--- src/rtl/sixstep_pkg.sv ---
`timescale 1ns/1ps
package sixstep_pkg;

  // 3-bit phase code; the six legal codes form a shift-and-invert ring
  typedef logic [2:0] phaseCode_t;

  localparam phaseCode_t PHASE_START = 3'b000;

  // Strobes from control to datapath, valid in the cycle of a step edge
  typedef struct packed {
    logic advance;  // phase moves at this clock edge
    logic commTop;  // row with two devices on before the step is the top row
  } seqStrobe_t;

  function automatic logic codeLegal(phaseCode_t code);
    return (code != 3'b010) && (code != 3'b101);
  endfunction

endpackage

--- src/rtl/sixstep_oneshot.sv ---
`timescale 1ns/1ps
module sixstep_oneshot #(
  parameter int LEN = 4
) (
  input  logic clk,
  input  logic rstN,
  input  logic fire,
  output logic active
);
  localparam int CW = $clog2(LEN + 1);

  logic [CW-1:0] remain;

  always_ff @(posedge clk) begin
    if (!rstN) begin
      remain <= '0;
    end else if (fire) begin
      remain <= CW'(LEN);
    end else if (remain != '0) begin
      remain <= remain - 1'b1;
    end
  end

  assign active = (remain != '0);

endmodule

--- src/rtl/sixstep_ctrl.sv ---
`timescale 1ns/1ps
module sixstep_ctrl
  import sixstep_pkg::*;
(
  input  logic       clk,
  input  logic       rstN,
  input  logic       stepIn,
  output phaseCode_t phase,
  output seqStrobe_t strobe
);
  logic       stepPrev;
  logic       stepEdge;
  logic       legal;
  phaseCode_t phaseNext;

  assign stepEdge  = stepIn & ~stepPrev;
  assign legal     = codeLegal(phase);
  assign phaseNext = {phase[1:0], ~phase[2]};

  always_comb begin
    strobe.advance = stepEdge & legal;
    // even phases (code parity 0) have two devices on in the top row
    strobe.commTop = ~^phase;
  end

  always_ff @(posedge clk) begin
    if (!rstN) begin
      stepPrev <= 1'b0;
      phase    <= PHASE_START;
    end else begin
      stepPrev <= stepIn;
      if (!legal) begin
        phase <= PHASE_START;
      end else if (stepEdge) begin
        phase <= phaseNext;
      end
    end
  end

  AST_ONE_BIT_STEP: assert property (@(posedge clk) disable iff (!rstN)
    strobe.advance |=> ($countones(phase ^ $past(phase)) == 1));

  AST_HOLD_PHASE: assert property (@(posedge clk) disable iff (!rstN)
    (!stepEdge && legal) |=> $stable(phase));

  AST_ILLEGAL_RECOVER: assert property (@(posedge clk) disable iff (!rstN)
    !legal |=> (phase == PHASE_START));

endmodule

--- src/rtl/sixstep_dp.sv ---
`timescale 1ns/1ps
module sixstep_dp
  import sixstep_pkg::*;
#(
  parameter int BLANK_CYC = 9000,
  parameter int COMM_CYC  = 1000
) (
  input  logic       clk,
  input  logic       rstN,
  input  logic       tripIn,
  input  phaseCode_t phase,
  input  seqStrobe_t strobe,
  output logic [2:0] gateTop,
  output logic [2:0] gateBot,
  output logic       commTopPulse,
  output logic       commBotPulse,
  output logic       blankOut
);
  logic       commActive;
  logic       commRowTop;
  logic [2:0] topDecode;

  sixstep_oneshot #(.LEN(BLANK_CYC)) u_blank (
    .clk    (clk),
    .rstN   (rstN),
    .fire   (strobe.advance),
    .active (blankOut)
  );

  sixstep_oneshot #(.LEN(COMM_CYC)) u_comm (
    .clk    (clk),
    .rstN   (rstN),
    .fire   (strobe.advance),
    .active (commActive)
  );

  always_ff @(posedge clk) begin
    if (!rstN) begin
      commRowTop <= 1'b0;
    end else if (strobe.advance) begin
      commRowTop <= strobe.commTop;
    end
  end

  // leg i top device conducts over three consecutive phases
  assign topDecode = {~phase[0], phase[1], ~phase[2]};

  always_comb begin
    if (tripIn) begin
      gateTop = '1;
      gateBot = '1;
    end else if (blankOut) begin
      gateTop = '0;
      gateBot = '0;
    end else begin
      gateTop = topDecode;
      gateBot = ~topDecode;
    end
  end

  assign commTopPulse = commActive & commRowTop  & ~tripIn;
  assign commBotPulse = commActive & ~commRowTop & ~tripIn;

  AST_BLANK_AFTER_STEP: assert property (@(posedge clk) disable iff (!rstN)
    strobe.advance |=> blankOut);

  AST_COMM_AFTER_STEP: assert property (@(posedge clk) disable iff (!rstN)
    strobe.advance |=> commActive);

  AST_COMM_EXCLUSIVE: assert property (@(posedge clk) disable iff (!rstN)
    $onehot0({commTopPulse, commBotPulse}));

  AST_THREE_ON: assert property (@(posedge clk) disable iff (!rstN)
    (!blankOut && !tripIn) |-> ($countones({gateTop, gateBot}) == 3));

endmodule

--- src/rtl/sixstep_gate_seq.sv ---
`timescale 1ns/1ps
module sixstep_gate_seq
  import sixstep_pkg::*;
#(
  parameter int BLANK_CYC = 9000,  // ~90 us at a 100 MHz clock
  parameter int COMM_CYC  = 1000   // ~10 us at a 100 MHz clock
) (
  input  logic       clk,
  input  logic       rstN,
  input  logic       stepIn,
  input  logic       tripIn,
  output logic [2:0] gateTop,
  output logic [2:0] gateBot,
  output logic       commTopPulse,
  output logic       commBotPulse,
  output logic       blankOut
);
  phaseCode_t phase;
  seqStrobe_t strobe;

  sixstep_ctrl u_ctrl (
    .clk    (clk),
    .rstN   (rstN),
    .stepIn (stepIn),
    .phase  (phase),
    .strobe (strobe)
  );

  sixstep_dp #(.BLANK_CYC(BLANK_CYC), .COMM_CYC(COMM_CYC)) u_dp (
    .clk          (clk),
    .rstN         (rstN),
    .tripIn       (tripIn),
    .phase        (phase),
    .strobe       (strobe),
    .gateTop      (gateTop),
    .gateBot      (gateBot),
    .commTopPulse (commTopPulse),
    .commBotPulse (commBotPulse),
    .blankOut     (blankOut)
  );

endmodule

--- config.mk ---
export PLATFORM = sky130hd
export DESIGN_NAME = sixstep_gate_seq
export DESIGN_NICKNAME = d
export VERILOG_FILES = /design/src/rtl/sixstep_pkg.sv /design/src/rtl/sixstep_oneshot.sv /design/src/rtl/sixstep_ctrl.sv /design/src/rtl/sixstep_dp.sv /design/src/rtl/sixstep_gate_seq.sv
export SDC_FILE = /design/constraint.sdc
export NUM_CORES = 1
export LEC_CHECK = 0
export BUFFER_PORTS_ARGS = -buffer_cell sky130_fd_sc_hd__buf_2
export CAP_MARGIN = 5
export CORE_MARGIN = 3
export CORE_UTILIZATION = 50
export CTS_CLUSTER_DIAMETER = 100
export DETAILED_ROUTE_END_ITERATION = 7
export PLACE_DENSITY = 0.69
export REMOVE_ABC_BUFFERS = 1
export SLEW_MARGIN = 40
export SYNTH_ARGS = -nofsm -noshare
export SYNTH_HDL_FRONTEND = slang
export SYNTH_SLANG_ARGS = --single-unit
--- constraint.sdc ---
create_clock -name clk -period 2.35 [get_ports clk]
set_input_delay 0.1175 -clock clk [delete_from_list [all_inputs] [get_ports clk]]
set_output_delay 0.1175 -clock clk [all_outputs]
set_load 0.1 [all_outputs]
== Word level (Yosys, flattened, before mapping) ==
Index checks and enable logic that the tools add are counted.
Storage, ports and cells
  word-level logic and storage cells: 40
  register bits after elaboration: 29
  output and inout port bits: 9
  input bits: 4
Cells by class
  bitwise logic cells: 13
  reductions and logical operators: 8
  multiplexer cells: 8
  add/sub/neg operators: 2
  eq/ne operators: 2
Operators by type and width (count)
  14-bit two-way mux: 2
  10-bit two-way mux: 2
  14-bit nonzero test: 1
  14-bit by 1-bit subtractor with 14-bit output (second input constant): 1
  3-bit two-way mux: 4
  10-bit nonzero test: 1
  10-bit by 1-bit subtractor with 10-bit output (second input constant): 1
  1-bit bitwise AND: 6
  1-bit NOT: 6
  2-bit nonzero test: 2
  3-bit by 2-bit inequality test with 1-bit output (second input constant): 1
  3-bit inequality test (second input constant): 1
  3-bit NOT: 1
  3-bit XNOR reduction: 1
  2-bit AND reduction: 1
  2-bit OR reduction: 1
  1-bit logical AND: 1

== Logic depth before layout (Yosys ltp) ==
Gate-level depths: netlist of the first run.
  word-level depth: 4
  depth in mapped cells: 8
  gate-level depth less buffers: 7

== Hierarchy ==
A second synthesis of the first run with hierarchy kept.
Unflattened totals
  cell total of the unflattened synthesis: 179
  area, all modules: 1574.0 um2
Modules (own cells, without submodules)
  sixstep_oneshot at u_dp.u_blank: seq. area each 280.3 um2, cells each 81, area each 714.4 um2, times used 1
  sixstep_oneshot at u_dp.u_comm: seq. area each 200.2 um2, cells each 64, area each 544.3 um2, times used 1
  sixstep_ctrl: seq. area each 80.1 um2, cells each 22, area each 210.2 um2, times used 1
  sixstep_dp: seq. area each 20.0 um2, cells each 12, area each 105.1 um2, times used 1

== Worst setup path before layout of the first run ==
No wires, ideal clock.
  path type: register to output
  start: register u_dp.u_blank.remain[0]
  end: output port gateTop[0]
  stages on the path, launching flop included: 8
  arrival time: 3514 ps
  path slack: -1281 ps
  required time: 2233 ps
  path buffers: 1
  cells stage by stage: dfxtp_1 > inv_1 > ha_1 > or4b_1 > nor4_1 > buf_2 > inv_1 > o21bai_1
Between the ends
  longest elaborated chain between the ends: 3
Ends and longest elaborated chain
  start, declared: RTL line sixstep_oneshot.sv:12  | logic [CW-1:0] remain;
  start signal, assigned: RTL line sixstep_oneshot.sv:18  | remain <= CW'(LEN);
  start signal, assigned: RTL line sixstep_oneshot.sv:20  | remain <= remain - 1'b1;
  14-bit nonzero test: RTL line sixstep_oneshot.sv:24  | assign active = (remain != '0);
  named net blankOut: RTL line sixstep_gate_seq.sv:16  | output logic blankOut
  3-bit two-way mux: RTL line sixstep_dp.sv:52  | end else if (blankOut) begin
  3-bit two-way mux: RTL line sixstep_dp.sv:49  | if (tripIn) begin
  end, declared: RTL line sixstep_gate_seq.sv:12  | output logic [2:0] gateTop,
The timed path passes the listed nets, and every way through them passes these cells.

== Final worst setup path of the first run ==
  start: register u_dp.u_blank.remain[0]
  end: output port gateTop[2]
Between the ends
  longest elaborated chain between the ends: 3
Ends and longest elaborated chain (RTL line)
  14-bit nonzero test: sixstep_oneshot.sv:24
  3-bit two-way mux: sixstep_dp.sv:52
  3-bit two-way mux: sixstep_dp.sv:49
No other way between the ends.

==> impl_metrics.tcl, run 1 <==
set metrics [dict create \
    required_ns 2.23 \
    die_w_um 61.3 \
    worstPathMaxFanout 6 \
    timing_max_transition_violations_final 0 \
    fin_tns_setup_ns -0.180 \
    cts_root_buffer "sky130_fd_sc_hd__clkbuf_4" \
    clkSlewWorstSetupHoldPaths_ns 0.10 \
    routed_wire_length_per_instance_um 15.6 \
    syn_area_um2 1530 \
    grt_max_degree 13 \
    vias 1430 \
    worst_clock_skew_ns 0.00419 \
    gr-usage-met3 0.0692 \
    fillers 245 \
    critical_path.startpoint_type "register" \
    num_io_pins 13 \
    first_iter_violations 97 \
    final_critical_path_setup_slack_ns -0.0446 \
    setup-violations-final 5 \
    start_util 0.540 \
    clk_latency_ns 0.33 \
    post-route-cell-area_um2 1890 \
    number_of_buffers_on_the_longest_clock_path 2 \
    synthFlopType "sky130_fd_sc_hd__dfxtp_1" \
    placed_area_um2 1720 \
    drt-pass1-iter-count 4 \
    hp-class "primary input to register" \
    status "finished, violations left" \
    tritoncts_num_sinks 29 \
    irDropWorstVdd_uv 576 \
    final_cell_mix "27 x sky130_fd_sc_hd__dfxtp_1, 15 x sky130_fd_sc_hd__a21oi_1, 13 x sky130_fd_sc_hd__nand2_1, 13 x sky130_fd_sc_hd__nor2_1, 10 x sky130_fd_sc_hd__buf_4" \
    min_path_cells 2 \
    layout_nets 213 \
    timing_hold_violations_final 0 \
    std_cell_rows 19 \
    reg2reg_depth 7 \
    die-height_um 61.3 \
    cap_violations 0 \
    fmax_mhz 418 \
    dp_cells 222 \
    place_hpwl_um 2460 \
    timing.hold.ws_ns 0.0191 \
    p_leak_nw 0.768 \
    finalCriticalPeriod_ns 2.39 \
    fin_util 0.667 \
    core_region_area_um2 2830 \
    drt_drc_violations_left 0 \
    drtAntennaViolNets 0 \
    violations_in_the_final_reports "negative setup slack" \
    worst_path_max_delay_cell "sky130_fd_sc_hd__or4b_4" \
    final_weighted_congestion_of_routability_driven_global_placement 0.848 \
    post_place_worst_slack_ns 0.174 \
    first_global_vias 1323 \
    most_crowded_layer_gr "met2" \
    grtUsageMet1 0.250 \
    post_synthesis_async_set_or_reset_flop_share 0 \
    ys_ff_latch 29 \
    floorplan.die_area_um2 3760 \
    worst-endpoint-arrival_ns 2.28 \
    global_route_wire_length_before_repair_um 5930 \
    synth-edff-count 0 \
    initial_antenna_violation_count 0 \
    slew_headroom 0.677 \
    cells_traversed_along_the_worst_timing_path "inv_2 -> ha_4 -> or4b_4 -> nor4_4 -> buf_4 -> a21o_1 -> buf_12" \
    maximum_cell_stage_delay_along_the_critical_path_ns 0.49 \
    kind_of_end_point_of_the_critical_path "output pin" \
    layout-drive-gt1-share 0.254 \
    area_growth_pct 23.5 \
    multiInputGateArea_um2 928 \
    seqCellArea_um2 586 \
    finish.cell_count_without_fillers 236 \
    yosys_warnings 0 \
    tritoncts_clock_tree "built" \
    grt_remaining_overflow 0 \
    cts_made_buffers 5 \
    drt-vias-per-instance 6.06 \
    postSynthCellCount 182 \
    power_density_nw_per_um2 950 \
    totalPowerFinal_mw 1.79 \
    antenna-diode-count 0 \
    synth.yosys.seq_area_share 0.380 \
    grt_util_met2 0.358 \
    rsz0062_at_grt "true" \
    yosys.cell_types.count 42 \
    post_synthesis_average_cell_area_um2 8.40 \
    layout.cells.most_common "sky130_fd_sc_hd__dfxtp_1" \
    port_buffer_count 12 \
    critPathKind "register to output pin" \
    period_share 1.02 \
    overall_routing_resource_usage 0.215 \
    total_length_of_routed_wires_um 3680 \
    worst-slew-pin-transition_ns 0.487 \
    htree_levels 2 \
]
## flip-flops by register name, summed over array words and instances, names as in the netlist
register,cells
u_dp.commRowTop,1
u_ctrl.stepPrev,1
u_dp.u_blank.remain,14
u_ctrl.phase,3
u_dp.u_comm.remain,10
## per-layer routing
layer,vias to the layer above,part of all wire
li1,704,-
met1,696,0.44
met5,-,0
met2,26,0.52
met4,0,0.0082
met3,4,0.034
## cells by family after synthesis
logic type / after synthesis / share of synthesized area
flops: 29 / 0.380
buf+inv: 17 / 0.0426
compound gates: 43 / 0.180
simple gates: 78 / 0.296
xor+xnor: 7 / 0.0401
fa+ha+maj: 5 / 0.0409
mux: 3 / 0.0205
## cell type report
class                      count  share of cell area
multi-input combinational    136               0.492
timing repair buffer          22               0.119
clock buffer                   7              0.0345
inverter                      10              0.0212
clock inverter                 1             0.00265
sequential                    29               0.310
tap                           31              0.0205
## synth_stat cells (all sizes together) (4+ instances only)
library cell | instances | area (µm²)
or2 | 4 | 25.0
a21oi | 15 | 75.1
a31oi | 6 | 37.5
or3 | 7 | 46.3
clkbuf | 5 | 18.8
a21o | 5 | 37.5
nor4 | 5 | 31.3
nor3 | 9 | 50.1
or4 | 10 | 80.1
ha | 5 | 62.6
o31ai | 6 | 45.0
inv | 10 | 37.5
nand2 | 13 | 48.8
nor2 | 13 | 48.8
nor2b | 5 | 31.3
dfxtp | 29 | 581
xnor2 | 5 | 43.8
## worst paths after layout
kind                                        startpoint                 endpoint  slack, ns
worst min register to register  u_dp.u_blank.remain[1]   u_dp.u_blank.remain[1]       0.51
worst max-delay path            u_dp.u_blank.remain[0]               gateTop[2]      -0.04
worst min-delay path                            stepIn          u_ctrl.stepPrev       0.02
worst max register to register  u_dp.u_blank.remain[0]  u_dp.u_blank.remain[10]       0.18
## report_power, final
part           internal (mW)  switching, mW
sequential             0.574         0.0959
clock                  0.173          0.188
combinational          0.318          0.444
## timing repair
item	4_1_cts	5_1_grt
resized for setup	4	11
hold buffers	0	0
buffers inserted	2	4
pin swaps	2	3
endpoints found under the setup margin	9	9
## critical path, delay by kind of cell, from the launching register on
kind	cells	cell delay [ns]
AOI/OAI and AO/OA	1	0.17
DFF	1	0.34
buffers and inverters	3	0.47
and+or+nand+nor	2	0.83
adders and majority gates	1	0.12
Note: power is estimated with default switching activity, not from simulation.
==> run 2: changes to the inputs <==
Settings changed: CTS_BUF_LIST set to sky130_fd_sc_hd__clkbuf_4 sky130_fd_sc_hd__clkbuf_8, CTS_CLUSTER_DIAMETER 100 to not set, SETUP_SLACK_MARGIN set to 0.2.
==> impl_metrics.tcl, run 2 (synthesis results as in run 1) <==
set metrics [dict create \
    start_util 0.540 \
    worst-r2r-setup-slack_ns 0.27 \
    cts_made_buffers 5 \
    core_region_area_um2 2830 \
    fmax_mhz 455 \
    cts_root_buffer "sky130_fd_sc_hd__clkbuf_4" \
    power_density_nw_per_um2 957 \
    timing_hold_violations_final 0 \
    top_flop_regs "u_dp.u_blank.remain: 14 flops, u_dp.u_comm.remain: 10 flops, u_ctrl.phase: 3 flops" \
    gate_family_responsible_for_the_most_delay_along_the_worst_path "simple AND/OR/NAND/NOR gates" \
    min_path_cells 2 \
    cells_traversed_along_the_worst_timing_path "or4_4 -> nor4_4 -> buf_4 -> a21o_1 -> buf_12" \
    routed_wire_length_per_instance_um 16.0 \
    largest_register_ff_count 14 \
    die_w_um 61.3 \
    die-height_um 61.3 \
    layout-drive-gt1-share 0.301 \
    grt_remaining_overflow 0 \
    power.switching_fraction 0.404 \
    power.switching_mw 0.752 \
    slew_headroom 0.731 \
    global_route_wire_length_before_repair_um 6340 \
    grt_util_met2 0.390 \
    timing.rr.start "u_dp.u_blank.remain[9]" \
    clkSlewWorstSetupHoldPaths_ns 0.10 \
    maximum_cell_stage_delay_along_the_critical_path_ns 0.57 \
    hp-class "primary input to register" \
    drtAntennaViolNets 0 \
    fillers 240 \
    antenna-diode-count 0 \
    irDropWorstVdd_uv 563 \
    worst_hold_startpoint "stepIn" \
    regMostFlops "u_dp.u_blank.remain" \
    overall_routing_resource_usage 0.229 \
    critPathKind "register to output pin" \
    std_cell_rows 19 \
    tritoncts_clock_tree "built" \
    place_hpwl_um 2460 \
    fin_tns_setup_ns 0 \
    totalPowerFinal_mw 1.86 \
    cap_violations 0 \
    critical_path.reg2reg.endpoint "u_dp.u_blank.remain[8]" \
    worst_path_max_delay_cell "sky130_fd_sc_hd__or4_4" \
    status "completed" \
    clk_latency_ns 0.35 \
    kind_of_end_point_of_the_critical_path "output pin" \
    critical_path.startpoint_type "register" \
    rsz0062_at_grt "true" \
    power.share.combinational 0.441 \
    clockPowerShare 0.199 \
    port_buffer_count 12 \
    total_length_of_routed_wires_um 3840 \
    required_ns 2.23 \
    reg2reg_depth 5 \
    first_global_vias 1398 \
    layout_nets 217 \
    gr-usage-met3 0.0755 \
    initial_antenna_violation_count 0 \
    number_of_buffers_on_the_longest_clock_path 2 \
    first_iter_violations 71 \
    p_leak_nw 0.795 \
    tritoncts_num_sinks 29 \
    floorplan.die_area_um2 3760 \
    setup-violations-final 0 \
    part_of_the_total_power_dissipated_in_sequential_elements 0.360 \
    layout.cells.most_common "sky130_fd_sc_hd__dfxtp_1" \
    drt-pass1-iter-count 4 \
    worst-path-buf-inv 2 \
    worst_clock_skew_ns 0.0104 \
    vias 1438 \
    grtUsageMet1 0.258 \
    drt-vias-per-instance 5.99 \
    timing_max_transition_violations_final 0 \
    grt_max_degree 13 \
    num_io_pins 13 \
    most_crowded_layer_gr "met2" \
    worst-endpoint-arrival_ns 2.08 \
    cell_internal_pwr_mw 1.11 \
    worstPathMaxFanout 7 \
    drt_drc_violations_left 0 \
    final_cell_mix "23 x sky130_fd_sc_hd__dfxtp_1, 15 x sky130_fd_sc_hd__a21oi_1, 14 x sky130_fd_sc_hd__buf_4, 13 x sky130_fd_sc_hd__nand2_1, 13 x sky130_fd_sc_hd__nor2_1" \
    htree_levels 2 \
    area_growth_pct 27.3 \
    worst-slew-pin-transition_ns 0.399 \
    finalCriticalPeriod_ns 2.20 \
    final_weighted_congestion_of_routability_driven_global_placement 0.848 \
    worst_hold_end "u_ctrl.stepPrev" \
    period_share 0.935 \
]
-- run 2: changes by cell type in the layout (fill, tap and decap cells not counted), moves of 2 or more --
cell	change
sky130_fd_sc_hd__buf_4	+4
sky130_fd_sc_hd__inv_2	+2
sky130_fd_sc_hd__dfxtp_1	-4
sky130_fd_sc_hd__buf_2	-3
sky130_fd_sc_hd__dfxtp_2	+5
-- run 2: worst register-to-register path, delay by kind of cell (launching register included) --
family / cells / cell delay [ns]
simple gates: 3 / 1.37
flops: 1 / 0.34
buf+inv: 1 / 0.17
compound gates: 1 / 0.09
-- run 2: power by group through the flow --
stage	combinational [mW]	clock [mW]	sequential, mW
after floorplan	0.532	0	0.643
after global placement	0.668	0	0.659
after detailed placement	0.683	0	0.668
after CTS	0.771	0.367	0.659
after global routing	0.894	0.394	0.683
final	0.821	0.370	0.671
-- run 2: worst max path at each step --
stage / from / to / slack [ns] / cells past startpoint
after floorplan: u_dp.u_blank.remain[0] / gateTop[0] / -2.08 / 6
after global placement: u_dp.u_blank.remain[0] / gateTop[0] / 0.24 / 7
after detailed placement: u_dp.u_blank.remain[0] / gateTop[0] / 0.17 / 7
after CTS: u_dp.u_blank.remain[9] / gateTop[2] / 0.17 / 5
after global routing: u_dp.u_blank.remain[0] / gateTop[0] / 0.06 / 7
final: u_dp.u_blank.remain[4] / gateTop[2] / 0.15 / 5
-- run 2: per-stage QoR --
step                      utilization  hold WS (ns)  worst slack [ns]  area, µm²  cells
after floorplan                     -         0.239             -2.08       1500    175
after global placement          0.608         0.344             0.237       1720    222
after detailed placement        0.608         0.363             0.174       1720    222
after CTS                       0.668       0.00487             0.168       1890    237
after global routing            0.688        0.0222            0.0622       1950    240
final                           0.688        0.0153             0.153       1950    240
-- run 2: metal layers --
layer  vias to the layer above  share of wire
met1                       684           0.42
met3                         9          0.046
met5                         -              0
met4                         0          0.020
li1                        712              -
met2                        33           0.51
-- run 2: layout make-up --
cell class	count	area, µm²	share of cell area
Multi-Input combinational cell	136	940	0.483
Sequential cell	29	588	0.302
Timing Repair Buffer	26	273	0.140
Clock buffer	7	65.1	0.0334
Tap cell	31	38.8	0.0199
Inverter	10	37.5	0.0193
Clock inverter	1	5.00	0.00257
-- run 2: repair_timing --
| action | 4_1_cts | 5_1_grt |
|---|---|---|
| hold buffers | 0 | 0 |
| cloned | 0 | 0 |
| setup endpoints to repair | 9 | 10 |
| resized for setup | 15 | 11 |
| pin swaps | 5 | 3 |
| buffers inserted | 7 | 3 |
==> run 3: changes to the inputs <==
Settings changed: CTS_BUF_LIST sky130_fd_sc_hd__clkbuf_4 sky130_fd_sc_hd__clkbuf_8 to sky130_fd_sc_hd__clkbuf_16.
Clock period 2.35 ns to 2.6 ns, I/O delays scaled along.
==> impl_metrics.tcl, run 3 (synthesis results as in run 1) <==
set metrics [dict create \
    initial_antenna_violation_count 0 \
    finalCriticalPeriod_ns 2.27 \
    std_cell_rows 19 \
    global_route_wire_length_before_repair_um 5760 \
    worst_clock_skew_ns 0.00497 \
    kind_of_end_point_of_the_critical_path "output pin" \
    grt_max_degree 14 \
    fin_util 0.666 \
    routed_wire_length_per_instance_um 15.4 \
    slew_headroom 0.678 \
    holdBufCountCts 0 \
    tritoncts_clock_tree "built" \
    gate_family_responsible_for_the_most_delay_along_the_worst_path "simple AND/OR/NAND/NOR gates" \
    worst_hold_startpoint "stepIn" \
    timing.rr.start "u_dp.u_blank.remain[0]" \
    p_leak_nw 0.758 \
    drt-vias-per-instance 5.98 \
    antenna-diode-count 0 \
    fin_tns_setup_ns 0 \
    maximum_cell_stage_delay_along_the_critical_path_ns 0.59 \
    required_ns 2.47 \
    drtAntennaViolNets 0 \
    regMostFlops "u_dp.u_blank.remain" \
    start_util 0.540 \
    clk_latency_ns 0.28 \
    final_weighted_congestion_of_routability_driven_global_placement 0.856 \
    core_region_area_um2 2830 \
    critical_path.startpoint_type "register" \
    total_length_of_routed_wires_um 3530 \
    tritoncts_num_sinks 29 \
    critical_path.reg2reg.endpoint "u_dp.u_blank.remain[10]" \
    min_path_cells 2 \
    overall_routing_resource_usage 0.213 \
    cells_traversed_along_the_worst_timing_path "inv_1 -> ha_1 -> or4b_1 -> nor3_4 -> nor3b_1 -> buf_2" \
    first_global_vias 1254 \
    rsz0062_at_grt "false" \
    period_share 0.873 \
    worst_path_max_delay_cell "sky130_fd_sc_hd__or4b_1" \
    cts_root_buffer "sky130_fd_sc_hd__clkbuf_16" \
    clkSlewWorstSetupHoldPaths_ns 0.05 \
    floorplan.die_area_um2 3760 \
    first_iter_violations 82 \
    htree_levels 2 \
    die-height_um 61.3 \
    layout_nets 206 \
    worst-r2r-setup-slack_ns 0.45 \
    fmax_mhz 441 \
    port_buffer_count 12 \
    cts_made_buffers 5 \
    worst_hold_end "u_ctrl.stepPrev" \
    timing_max_transition_violations_final 0 \
    vias 1369 \
    number_of_buffers_on_the_longest_clock_path 2 \
    num_io_pins 13 \
    cap_violations 0 \
    worst-slew-pin-transition_ns 0.486 \
    irDropWorstVdd_uv 548 \
    worst-path-buf-inv 2 \
    reg2reg_depth 6 \
    die_w_um 61.3 \
    drt-pass1-iter-count 4 \
    hp-class "primary input to register" \
    worstPathMaxFanout 7 \
    largest_register_ff_count 14 \
    critPathKind "register to output pin" \
    area_growth_pct 23.2 \
    setup-violations-final 0 \
    place_hpwl_um 2420 \
    top_flop_regs "u_dp.u_blank.remain: 14 flops, u_dp.u_comm.remain: 10 flops, u_ctrl.phase: 3 flops" \
    worst-endpoint-arrival_ns 2.14 \
    power_density_nw_per_um2 952 \
    cts.repair_timing.setup_buffer_count 0 \
    layout.cells.most_common "sky130_fd_sc_hd__dfxtp_1" \
    grt_remaining_overflow 0 \
    drt_drc_violations_left 0 \
    final_cell_mix "29 x sky130_fd_sc_hd__dfxtp_1, 15 x sky130_fd_sc_hd__a21oi_1, 13 x sky130_fd_sc_hd__nand2_1, 13 x sky130_fd_sc_hd__nor2_1, 9 x sky130_fd_sc_hd__inv_1" \
    timing_hold_violations_final 0 \
    status "completed" \
    layout-drive-gt1-share 0.187 \
]
## run 3: changes by cell type in the layout (fill, tap and decap cells not counted), sizes merged
cell,delta
clkinv,+2
clkbuf,-4
buf,-9
## run 3: layout make-up
class                      instances  area [µm²]
clock buffer                       5         125
sequential                        29         581
clock inverter                     3        12.5
multi-input combinational        136         912
tap                               31        38.8
inverter                          10        37.5
timing repair buffer              15         176
fill                             231         946
## run 3: power by group
group | total, mW | internal (mW) | leakage [nW] | switching [mW]
Clock | 0.537 | 0.345 | 0.0687 | 0.193
Sequential | 0.601 | 0.519 | 0.240 | 0.0818
Combinational | 0.654 | 0.262 | 0.450 | 0.391
Total | 1.79 | 1.13 | 0.758 | 0.666
## run 3: routing by layer
metal  vias up  track usage  wire length, µm
met4         0       0.0929               65
met1       646        0.252             1590
met5         -            0                0
met2        20        0.355             1780
met3         7       0.0629              102
li1        696            -                -
## run 3: how the worst max path moves through the flow
stage	start	endpoint	cells after the start
5_1_grt	u_dp.u_comm.remain[0]	commTopPulse	6
3_5_place_dp	u_dp.u_blank.remain[0]	gateTop[0]	7
3_3_place_gp	u_dp.u_blank.remain[0]	gateTop[0]	7
2_1_floorplan	u_dp.u_blank.remain[0]	gateTop[0]	6
4_1_cts	u_dp.u_blank.remain[0]	gateTop[2]	7
6_report	u_dp.u_comm.remain[0]	commTopPulse	6
## run 3: through the flow
stage / area, µm² / power (mW) / worst slack, ns / hold WS (ns) / instances
6_report: 1880 / 1.79 / 0.331 / 0.105 / 229
5_1_grt: 1880 / 1.90 / 0.236 / 0.109 / 229
4_1_cts: 1870 / 1.78 / 0.207 / 0.102 / 229
3_5_place_dp: 1710 / 1.22 / 0.399 / 0.384 / 221
3_3_place_gp: 1710 / 1.20 / 0.478 / 0.357 / 221
2_1_floorplan: 1500 / 1.06 / -1.85 / 0.252 / 175
## run 3: worst register-to-register path: stages, from the launching register on
cell and delay [ns]:
sky130_fd_sc_hd__dfxtp_1 0.33, sky130_fd_sc_hd__inv_1 0.12, sky130_fd_sc_hd__ha_1 0.20, sky130_fd_sc_hd__or3b_2 0.54, sky130_fd_sc_hd__or4_1 0.45, sky130_fd_sc_hd__o21a_1 0.19
sky130_fd_sc_hd__o21ba_2 0.22
## run 3: what timing repair did
item                                    4_1_cts  5_1_grt
endpoints found under the setup margin        7        9
resized for setup                             3        4
pin swaps                                     0        2
